File: config.mk
export PLATFORM = sky130hd
export DESIGN_NAME = utlb_msearch
export DESIGN_NICKNAME = d
export VERILOG_FILES = /design/src/rtl/utlb_ms_pkg.sv /design/src/rtl/utlb_cam.sv /design/src/rtl/mt_keeper.sv /design/src/rtl/ms_seq.sv /design/src/rtl/utlb_msearch.sv
export SDC_FILE = /design/constraint.sdc
export NUM_CORES = 1
export LEC_CHECK = 0
export BUFFER_PORTS_ARGS = -buffer_cell sky130_fd_sc_hd__buf_2
export CAP_MARGIN = 20
export CORE_MARGIN = 4
export CORE_UTILIZATION = 56
export CTS_CLUSTER_SIZE = 16
export DETAILED_ROUTE_END_ITERATION = 8
export PLACE_DENSITY = 0.85
export RECOVER_POWER = 25
export SLEW_MARGIN = 20
export SYNTH_ARGS = -nofsm -noshare
export SYNTH_HDL_FRONTEND = slang
export SYNTH_SLANG_ARGS = --single-unit
File: constraint.sdc
create_clock -name clk -period 44.3 [get_ports clk]
set_input_delay 6.645 -clock clk [delete_from_list [all_inputs] [get_ports clk]]
set_output_delay 6.645 -clock clk [all_outputs]
set_load 0.005 [all_outputs]
File: src/rtl/utlb_ms_pkg.sv
package utlb_ms_pkg;
  localparam int VA_W   = 32;
  localparam int PG_MIN = 10;
  localparam int PN_W   = VA_W - PG_MIN;
  localparam int NSZ    = 5;
  localparam int SZ_W   = 3;
  localparam int UT_N   = 8;
  localparam int MT_SETS = 32;
  localparam int MT_WAYS = 2;
  localparam int IDX_W  = $clog2(MT_SETS);
  localparam int ENT_W  = 1 + SZ_W + 2 * PN_W;

  typedef struct packed {
    logic            vld;
    logic [SZ_W-1:0] sz;
    logic [PN_W-1:0] vpn;
    logic [PN_W-1:0] ppn;
  } xent_t;

  typedef enum logic [2:0] {
    S_IDLE, S_RD, S_CMP, S_FILL, S_MISS, S_FLUSH
  } seq_st_e;

  // page offset width for a size code
  function automatic int sz_shift(input logic [SZ_W-1:0] s);
    return (s >= SZ_W'(4)) ? 20 : PG_MIN + 2 * int'(s);
  endfunction

  function automatic logic [PN_W-1:0] pn_mask(input logic [SZ_W-1:0] s);
    logic [PN_W-1:0] m;
    m = '1;
    return m << (sz_shift(s) - PG_MIN);
  endfunction

  function automatic logic [IDX_W-1:0] set_of(input logic [PN_W-1:0] vp,
                                              input logic [SZ_W-1:0] s);
    return IDX_W'(vp >> (sz_shift(s) - PG_MIN));
  endfunction

  function automatic logic ent_match(input xent_t e, input logic [PN_W-1:0] vp);
    return e.vld && ((vp & pn_mask(e.sz)) == e.vpn);
  endfunction

  function automatic logic [VA_W-1:0] xlate(input xent_t e, input logic [VA_W-1:0] va);
    logic [PN_W-1:0] m;
    m = pn_mask(e.sz);
    return {(e.ppn & m) | (va[VA_W-1:PG_MIN] & ~m), va[PG_MIN-1:0]};
  endfunction

  function automatic logic [SZ_W-1:0] low_sz(input logic [NSZ-1:0] m);
    logic [SZ_W-1:0] r;
    r = '0;
    for (int i = NSZ - 1; i >= 0; i--) if (m[i]) r = SZ_W'(i);
    return r;
  endfunction
endpackage

File: src/rtl/utlb_cam.sv
module utlb_cam
  import utlb_ms_pkg::*;
#(
  parameter int N = UT_N
) (
  input  logic            clk,
  input  logic            rst_n,
  input  logic            clr,
  input  logic            wr_en,
  input  xent_t           wr_ent,
  input  logic [VA_W-1:0] lk_va,
  output logic            hit,
  output xent_t           hit_ent
);
  localparam int PW = (N > 1) ? $clog2(N) : 1;

  xent_t         ent_q [N];
  xent_t         ent_d [N];
  logic [PW-1:0] ptr_q, ptr_d;
  logic [N-1:0]  mv;
  logic          upd;

  for (genvar g = 0; g < N; g++) begin : g_cmp
    assign mv[g] = ent_match(ent_q[g], lk_va[VA_W-1:PG_MIN]);
  end

  always_comb begin
    hit     = 1'b0;
    hit_ent = '0;
    for (int i = 0; i < N; i++) begin
      if (!hit && mv[i]) begin
        hit     = 1'b1;
        hit_ent = ent_q[i];
      end
    end
  end

  assign upd = clr | wr_en;

  always_comb begin
    ent_d = ent_q;
    ptr_d = ptr_q;
    if (clr) begin
      for (int i = 0; i < N; i++) ent_d[i].vld = 1'b0;
      ptr_d = '0;
    end else if (wr_en) begin
      ent_d[ptr_q] = wr_ent;
      ptr_d = (ptr_q == PW'(N - 1)) ? '0 : ptr_q + 1'b1;
    end
  end

  always_ff @(posedge clk or negedge rst_n) begin
    if (!rst_n) begin
      for (int i = 0; i < N; i++) ent_q[i] <= '0;
      ptr_q <= '0;
    end else if (upd) begin
      ent_q <= ent_d;
      ptr_q <= ptr_d;
    end
  end
endmodule

File: src/rtl/mt_keeper.sv
module mt_keeper
  import utlb_ms_pkg::*;
#(
  parameter int SETS = MT_SETS,
  parameter int WAYS = MT_WAYS
) (
  input  logic             clk,
  input  logic             rst_n,
  input  logic             clr,
  input  logic             flush_act,
  input  logic [IDX_W-1:0] flush_set,
  input  logic             fill_valid,
  input  logic [PN_W-1:0]  fill_vpage,
  input  logic [PN_W-1:0]  fill_ppage,
  input  logic [SZ_W-1:0]  fill_size,
  output logic [NSZ-1:0]   present,
  output logic             wr_en,
  output logic [IDX_W-1:0] wr_set,
  output logic [WAYS-1:0]  wr_ways,
  output xent_t            wr_data
);
  localparam int WW = (WAYS > 1) ? $clog2(WAYS) : 1;

  logic [NSZ-1:0]          pres_q, pres_d;
  logic [SETS-1:0][WW-1:0] rr_q, rr_d;
  logic                    fill_ok;
  logic [IDX_W-1:0]        fset;
  logic [WW-1:0]           fway;
  logic                    upd;

  assign fill_ok = fill_valid && !flush_act && !clr && (fill_size < SZ_W'(NSZ));
  assign fset    = set_of(fill_vpage, fill_size);
  assign fway    = rr_q[fset];
  assign present = pres_q;

  always_comb begin
    wr_en   = 1'b0;
    wr_set  = '0;
    wr_ways = '0;
    wr_data = '0;
    if (flush_act) begin
      wr_en   = 1'b1;
      wr_set  = flush_set;
      wr_ways = '1;
    end else if (fill_ok) begin
      wr_en       = 1'b1;
      wr_set      = fset;
      wr_ways     = WAYS'(1) << fway;
      wr_data.vld = 1'b1;
      wr_data.sz  = fill_size;
      wr_data.vpn = fill_vpage & pn_mask(fill_size);
      wr_data.ppn = fill_ppage & pn_mask(fill_size);
    end
  end

  assign upd = clr | fill_ok;

  always_comb begin
    pres_d = pres_q;
    rr_d   = rr_q;
    if (clr) begin
      pres_d = '0;
      rr_d   = '0;
    end else if (fill_ok) begin
      pres_d[fill_size] = 1'b1;
      rr_d[fset] = (fway == WW'(WAYS - 1)) ? '0 : fway + 1'b1;
    end
  end

  always_ff @(posedge clk or negedge rst_n) begin
    if (!rst_n) begin
      pres_q <= '0;
      rr_q   <= '0;
    end else if (upd) begin
      pres_q <= pres_d;
      rr_q   <= rr_d;
    end
  end
endmodule

File: src/rtl/ms_seq.sv
module ms_seq
  import utlb_ms_pkg::*;
#(
  parameter int SETS = MT_SETS,
  parameter int WAYS = MT_WAYS
) (
  input  logic                  clk,
  input  logic                  rst_n,
  input  logic                  lk_valid,
  input  logic [VA_W-1:0]       lk_va,
  input  logic                  u_hit,
  input  logic [NSZ-1:0]        present,
  input  logic                  flush_req,
  input  logic [WAYS*ENT_W-1:0] rd_data,
  output logic                  idle,
  output logic                  rd_en,
  output logic [IDX_W-1:0]      rd_set,
  output logic                  refill_en,
  output xent_t                 refill_ent,
  output logic                  clr,
  output logic                  flush_act,
  output logic [IDX_W-1:0]      flush_set,
  output logic                  stall,
  output logic                  tlb_miss
);
  seq_st_e          st_q, st_d;
  logic [PN_W-1:0]  vp_q, vp_d;
  logic [NSZ-1:0]   pend_q, pend_d;
  logic [SZ_W-1:0]  cur_q, cur_d;
  xent_t            ent_q, ent_d;
  logic [IDX_W-1:0] fcnt_q, fcnt_d;
  xent_t            way_e [WAYS];
  logic [WAYS-1:0]  way_hit;
  logic             any_hit;
  xent_t            sel_e;

  for (genvar w = 0; w < WAYS; w++) begin : g_way
    assign way_e[w]   = xent_t'(rd_data[w*ENT_W +: ENT_W]);
    assign way_hit[w] = (way_e[w].sz == cur_q) && ent_match(way_e[w], vp_q);
  end

  always_comb begin
    any_hit = 1'b0;
    sel_e   = '0;
    for (int w = 0; w < WAYS; w++) begin
      if (!any_hit && way_hit[w]) begin
        any_hit = 1'b1;
        sel_e   = way_e[w];
      end
    end
  end

  always_comb begin
    st_d      = st_q;
    vp_d      = vp_q;
    pend_d    = pend_q;
    cur_d     = cur_q;
    ent_d     = ent_q;
    fcnt_d    = fcnt_q;
    idle      = 1'b0;
    rd_en     = 1'b0;
    rd_set    = set_of(vp_q, cur_q);
    refill_en = 1'b0;
    clr       = 1'b0;
    flush_act = 1'b0;
    stall     = 1'b0;
    tlb_miss  = 1'b0;
    unique case (st_q)
      S_IDLE: begin
        idle = 1'b1;
        if (flush_req) begin
          clr    = 1'b1;
          fcnt_d = '0;
          st_d   = S_FLUSH;
        end else if (lk_valid && !u_hit) begin
          stall = 1'b1;
          vp_d  = lk_va[VA_W-1:PG_MIN];
          if (present == '0) begin
            st_d = S_MISS;
          end else begin
            cur_d  = low_sz(present);
            pend_d = present & ~(NSZ'(1) << low_sz(present));
            st_d   = S_RD;
          end
        end
      end
      S_RD: begin
        stall = 1'b1;
        rd_en = 1'b1;
        st_d  = S_CMP;
      end
      S_CMP: begin
        stall = 1'b1;
        if (any_hit) begin
          ent_d = sel_e;
          st_d  = S_FILL;
        end else if (pend_q != '0) begin
          cur_d  = low_sz(pend_q);
          pend_d = pend_q & ~(NSZ'(1) << low_sz(pend_q));
          st_d   = S_RD;
        end else begin
          st_d = S_MISS;
        end
      end
      S_FILL: begin
        stall     = 1'b1;
        refill_en = 1'b1;
        st_d      = S_IDLE;
      end
      S_MISS: begin
        tlb_miss = 1'b1;
        st_d     = S_IDLE;
      end
      S_FLUSH: begin
        flush_act = 1'b1;
        stall     = lk_valid;
        fcnt_d    = fcnt_q + 1'b1;
        if (fcnt_q == IDX_W'(SETS - 1)) st_d = S_IDLE;
      end
      default: st_d = S_IDLE;
    endcase
  end

  assign refill_ent = ent_q;
  assign flush_set  = fcnt_q;

  always_ff @(posedge clk or negedge rst_n) begin
    if (!rst_n) begin
      st_q   <= S_IDLE;
      vp_q   <= '0;
      pend_q <= '0;
      cur_q  <= '0;
      ent_q  <= '0;
      fcnt_q <= '0;
    end else begin
      st_q   <= st_d;
      vp_q   <= vp_d;
      pend_q <= pend_d;
      cur_q  <= cur_d;
      ent_q  <= ent_d;
      fcnt_q <= fcnt_d;
    end
  end
endmodule

File: src/rtl/utlb_msearch.sv
module utlb_msearch
  import utlb_ms_pkg::*;
(
  input  logic                     clk,
  input  logic                     rst_n,
  input  logic                     lk_valid,
  input  logic [VA_W-1:0]          lk_vaddr,
  output logic                     lk_hit,
  output logic [VA_W-1:0]          lk_paddr,
  output logic                     lk_stall,
  output logic                     lk_tlb_miss,
  input  logic                     flush_req,
  input  logic                     fill_valid,
  input  logic [PN_W-1:0]          fill_vpage,
  input  logic [PN_W-1:0]          fill_ppage,
  input  logic [SZ_W-1:0]          fill_size,
  output logic                     sram_rd_en,
  output logic [IDX_W-1:0]         sram_rd_set,
  input  logic [MT_WAYS*ENT_W-1:0] sram_rd_data,
  output logic                     sram_wr_en,
  output logic [IDX_W-1:0]         sram_wr_set,
  output logic [MT_WAYS-1:0]       sram_wr_ways,
  output logic [ENT_W-1:0]         sram_wr_data
);
  logic [1:0]       rs_q;
  logic             rst_i;
  logic             u_hit, idle, refill_en, clr, flush_act, stall_w;
  logic             miss_w, hit_raw;
  xent_t            u_ent, refill_ent, wr_ent;
  logic [NSZ-1:0]   pres_w;
  logic [IDX_W-1:0] flush_set;
  logic             rd_en_w, wr_en_w;

  // reset asserted at once, released on the clock
  always_ff @(posedge clk or negedge rst_n) begin
    if (!rst_n) rs_q <= '0;
    else        rs_q <= {rs_q[0], 1'b1};
  end
  assign rst_i = rs_q[1];

  utlb_cam #(.N(UT_N)) u_cam (
    .clk(clk), .rst_n(rst_i), .clr(clr), .wr_en(refill_en), .wr_ent(refill_ent),
    .lk_va(lk_vaddr), .hit(u_hit), .hit_ent(u_ent)
  );

  ms_seq #(.SETS(MT_SETS), .WAYS(MT_WAYS)) u_seq (
    .clk(clk), .rst_n(rst_i), .lk_valid(lk_valid), .lk_va(lk_vaddr), .u_hit(u_hit),
    .present(pres_w), .flush_req(flush_req), .rd_data(sram_rd_data), .idle(idle),
    .rd_en(rd_en_w), .rd_set(sram_rd_set), .refill_en(refill_en), .refill_ent(refill_ent),
    .clr(clr), .flush_act(flush_act), .flush_set(flush_set), .stall(stall_w),
    .tlb_miss(miss_w)
  );

  mt_keeper #(.SETS(MT_SETS), .WAYS(MT_WAYS)) u_keep (
    .clk(clk), .rst_n(rst_i), .clr(clr), .flush_act(flush_act), .flush_set(flush_set),
    .fill_valid(fill_valid), .fill_vpage(fill_vpage), .fill_ppage(fill_ppage),
    .fill_size(fill_size), .present(pres_w), .wr_en(wr_en_w), .wr_set(sram_wr_set),
    .wr_ways(sram_wr_ways), .wr_data(wr_ent)
  );

  assign hit_raw      = idle && lk_valid && u_hit;
  assign lk_hit       = hit_raw && rst_i;
  assign lk_paddr     = hit_raw ? xlate(u_ent, lk_vaddr) : '0;
  assign lk_stall     = stall_w && rst_i;
  assign lk_tlb_miss  = miss_w && rst_i;
  assign sram_rd_en   = rd_en_w && rst_i;
  assign sram_wr_en   = wr_en_w && rst_i;
  assign sram_wr_data = wr_ent;
endmodule

==> key figures <==
Logic synthesis
  – Asr flop ratio synth: 100%
  – EDFF count, synth: 0
  – Mapped cell area: 0.0323 mm²
  – Part of the Yosys area used for sequential elements: 39.7%
  – Syn_nets: 3517
  – Yosys warnings: 0
  – Seq cells post-synth: 512
  – Cells after synthesis: 3286
  – Synth Flop Type: dfrtp_1
  – Mapped Avg Cell Area: 9.82 µm²
  – Cell variety after synth: 114

Global routing
  – Largest net degree at the start of global routing: 178
  – Vias in the first global route: 28.2k
  – First-pass GRT wire length: 168000 µm
  – Remaining global-route overflow: 0
  – GRT Total Usage: 35.5%
  – Initial antenna violation count: 9

Clocking
  – Clock Latency Late Sink: 0.63 ns
  – PostCTS Resize Cnt: 0
  – Clock-pin slew on the worst setup and hold paths: 0.07 ns
  – Root Driver: clkbuf_16
  – H-tree depth: 2
  – CTS Hold Buffers Added: 0
  – TritonCTS clock tree: yes
  – Post-CTS setup buffers: 0
  – Max Buffers Root-to-Sink: 3
  – Total CTS buffers: 54
  – # clock sinks: 512

Route
  – Vias per cell: 6.86
  – Routed Antenna Nets: 0
  – DR vias: 29.1k
  – WL/cell: 26.3 µm
  – Drt initial violations: 3485
  – # DRC: 0
  – Detailed Route WL: 112000 µm
  – Pre-Repair DR Iteration Count: 8

Status
  – Outcome: finished, violations left
  – Failing checks: capacitance limit, slew limit

Layout
  – Multi-input gate area: 0.0182 mm²
  – Area delta synth->final: 11.0%
  – Sequential cell area: 0.0128 mm²
  – Final core occ: 63.1%
  – NumNets Final: 3668
  – Commonest non-fill, non-tap cells in the layout: 512 x dfrtp_1, 392 x mux2_2, 297 x nor2_1
  – Layout cell share with drive strength beyond 1: 25.7%
  – Commonest non-fill, non-tap cell in the layout: dfrtp_1
  – Fill cell count: 4446

Timing
  – Setup Viol. Count Final: 0
  – Max transition margin: -509%
  – Worst-Margin Slew: 9.13 ns
  – Clk_skew: 0.0201 ns
  – Fmax achieved: 51.5 MHz
  – Final min period: 19.41 ns
  – Final Cycle Share: 43.8%
  – Hold Slack: 0.360 ns
  – Final Max Tran Viols: 661
  – Final Hold Vio Count: 0
  – RSZ-0062 raised after global routing: no
  – Setup TNS: 0 ns
  – Worst setup margin: 24.89 ns

Power
  – Worst vdd ir: 0.0394 mV
  – Leak pwr: 16.5 nW
  – Total power: 1.47 mW
  – PD cells: 40.9 mW/mm²

Setup path
  – CP Launch Type: primary input
  – Worst EP arrival: 12.77 ns
  – Crit-path max FO: 26
  – Worst setup EP type: primary output
  – Critical path class: primary input to primary output
  – Req. time, crit path: 37.65 ns

Floorplan
  – Die Ht: 248 µm
  – CORE AREA: 0.0567 mm²
  – Die area: 0.0615 mm²
  – Row cnt: 87
  – Initial Utilization: 56.9%
  – Ports: 277
  – Width of the die: 248 µm

Placement
  – Final Wtd Congestion: 1.07
  – DPL Wire Length: 76600 µm
  – Worst slack at placement: 25.01 ns
  – I/O Buffers: 276

Run
  – Max-cap viol count: 10

Hold path
  – HP Class: flop to async pin
## report_power, final
group          total [mW]  leakage, nW  internal [mW]  switching [mW]
combinational       0.453         8.62          0.183           0.270
sequential          0.542         7.03          0.490          0.0519
clock               0.471        0.880          0.270           0.201
## flip-flops by register name, summed over array words and instances, names as in the netlist, 5 cells and up
name,count
u_cam.ent_q,384
u_keep.present,5
u_keep.rr_q,32
u_seq.flush_set,5
u_seq.pend_q,5
u_seq.refill_ent,48
u_seq.vp_q,22
## path summary, 6_finish.rpt
kind,slack [ns],to,depth (start not counted),start
setup / recovery,24.89,lk_paddr[26],21,lk_vaddr[27]
hold / removal,0.36,u_keep.rr_q[21],0,rs_q[1]
setup reg to reg,32.16,u_cam.ent_q[324],2,rs_q[1]
hold reg to reg,0.36,u_keep.rr_q[21],0,rs_q[1]
max in group asynchronous,32.16,u_cam.ent_q[324],2,rs_q[1]
min in group clk,0.36,rs_q[1],0,rs_q[0]
## metal layers
metal	global-route usage (%)	vias up	part of all wire (%)
li1	-	12569	-
met1	45.5	14247	38
met2	56.3	1875	45
met3	9.38	404	12
met4	17.3	8	5.6
met5	0	-	0.039
## cell families (layout without fill, tap and decap cells)
group / count (synthesis) / after routing / share of synthesized area [%]
AOI/OAI and AO/OA: 726 / 726 / 15.7
xor gates and xnor gates: 132 / 132 / 3.58
adders and majority gates: 51 / 51 / 1.98
buffers and inverters: 314 / 510 / 3.97
DFF: 512 / 512 / 39.7
muxes: 473 / 473 / 17.1
other: 1 / 4 / 0.0116
and+or+nand+nor: 1077 / 1077 / 17.9
## synth_stat cells (16+ instances only)
master      n  area, µm²
mux4_2     24        541
nor3_1     59        295
and3_1     39        244
o31a_1     16        140
a31oi_1    73        457
o31ai_1    23        173
mux2_2    393       4430
a22oi_1    31        233
and2_1     43        269
a222oi_1   17        170
nor4bb_1   31        310
nand3b_1   21        158
inv_1      94        353
or3_1      24        150
clkbuf_1  155        582
nor4b_1    17        149
o32ai_1    22        193
o22ai_1    65        407
o21ai_0   101        505
nand2b_1   36        225
buf_2      34        170
nor2b_1    45        282
xnor2_1   103        902
nand2_1   192        721
nor2_1    300       1130
mux2i_1    56        561
nand3_1    80        400
nor4_1     47        294
nand4_1    47        294
ha_1       51        638
xor2_1     29        254
dfrtp_1   512      12800
a221oi_1   16        140
a21oi_1   146        731
## area by class of cell
type                       instances  share of cell area, %
antenna                            3                 0.0210
inverter                          97                   1.02
clock buffer                      76                   4.34
timing repair buffer             312                   4.52
tap                              756                   2.64
clock inverter                    25                  0.755
multi-input combinational       2460                   50.9
sequential                       512                   35.8
## critical path, stage by stage
cell      delay, ns
buf_2          0.40
inv_1          0.33
a22oi_1        0.23
nor4b_1        0.45
nand4b_1       0.24
nor4_4         0.39
nand4_2        0.71
and3_1         0.48
o31ai_1        0.38
o211ai_1       0.19
o21ai_1        0.22
inv_1          0.08
ha_1           0.20
inv_1          0.05
ha_1           0.28
inv_1          0.11
a221oi_1       0.22
nand2_1        0.17
a21o_2         0.31
a311oi_1       0.45
buf_2          0.21
## stage by stage
stage,cell area (µm²),std cells
floorplan,32300,3286
global placement,34000,4137
detailed placement,34000,4137
CTS,35900,4238
global route,35800,4239
finish,35800,4241
Power figures use the tool's default switching activity.
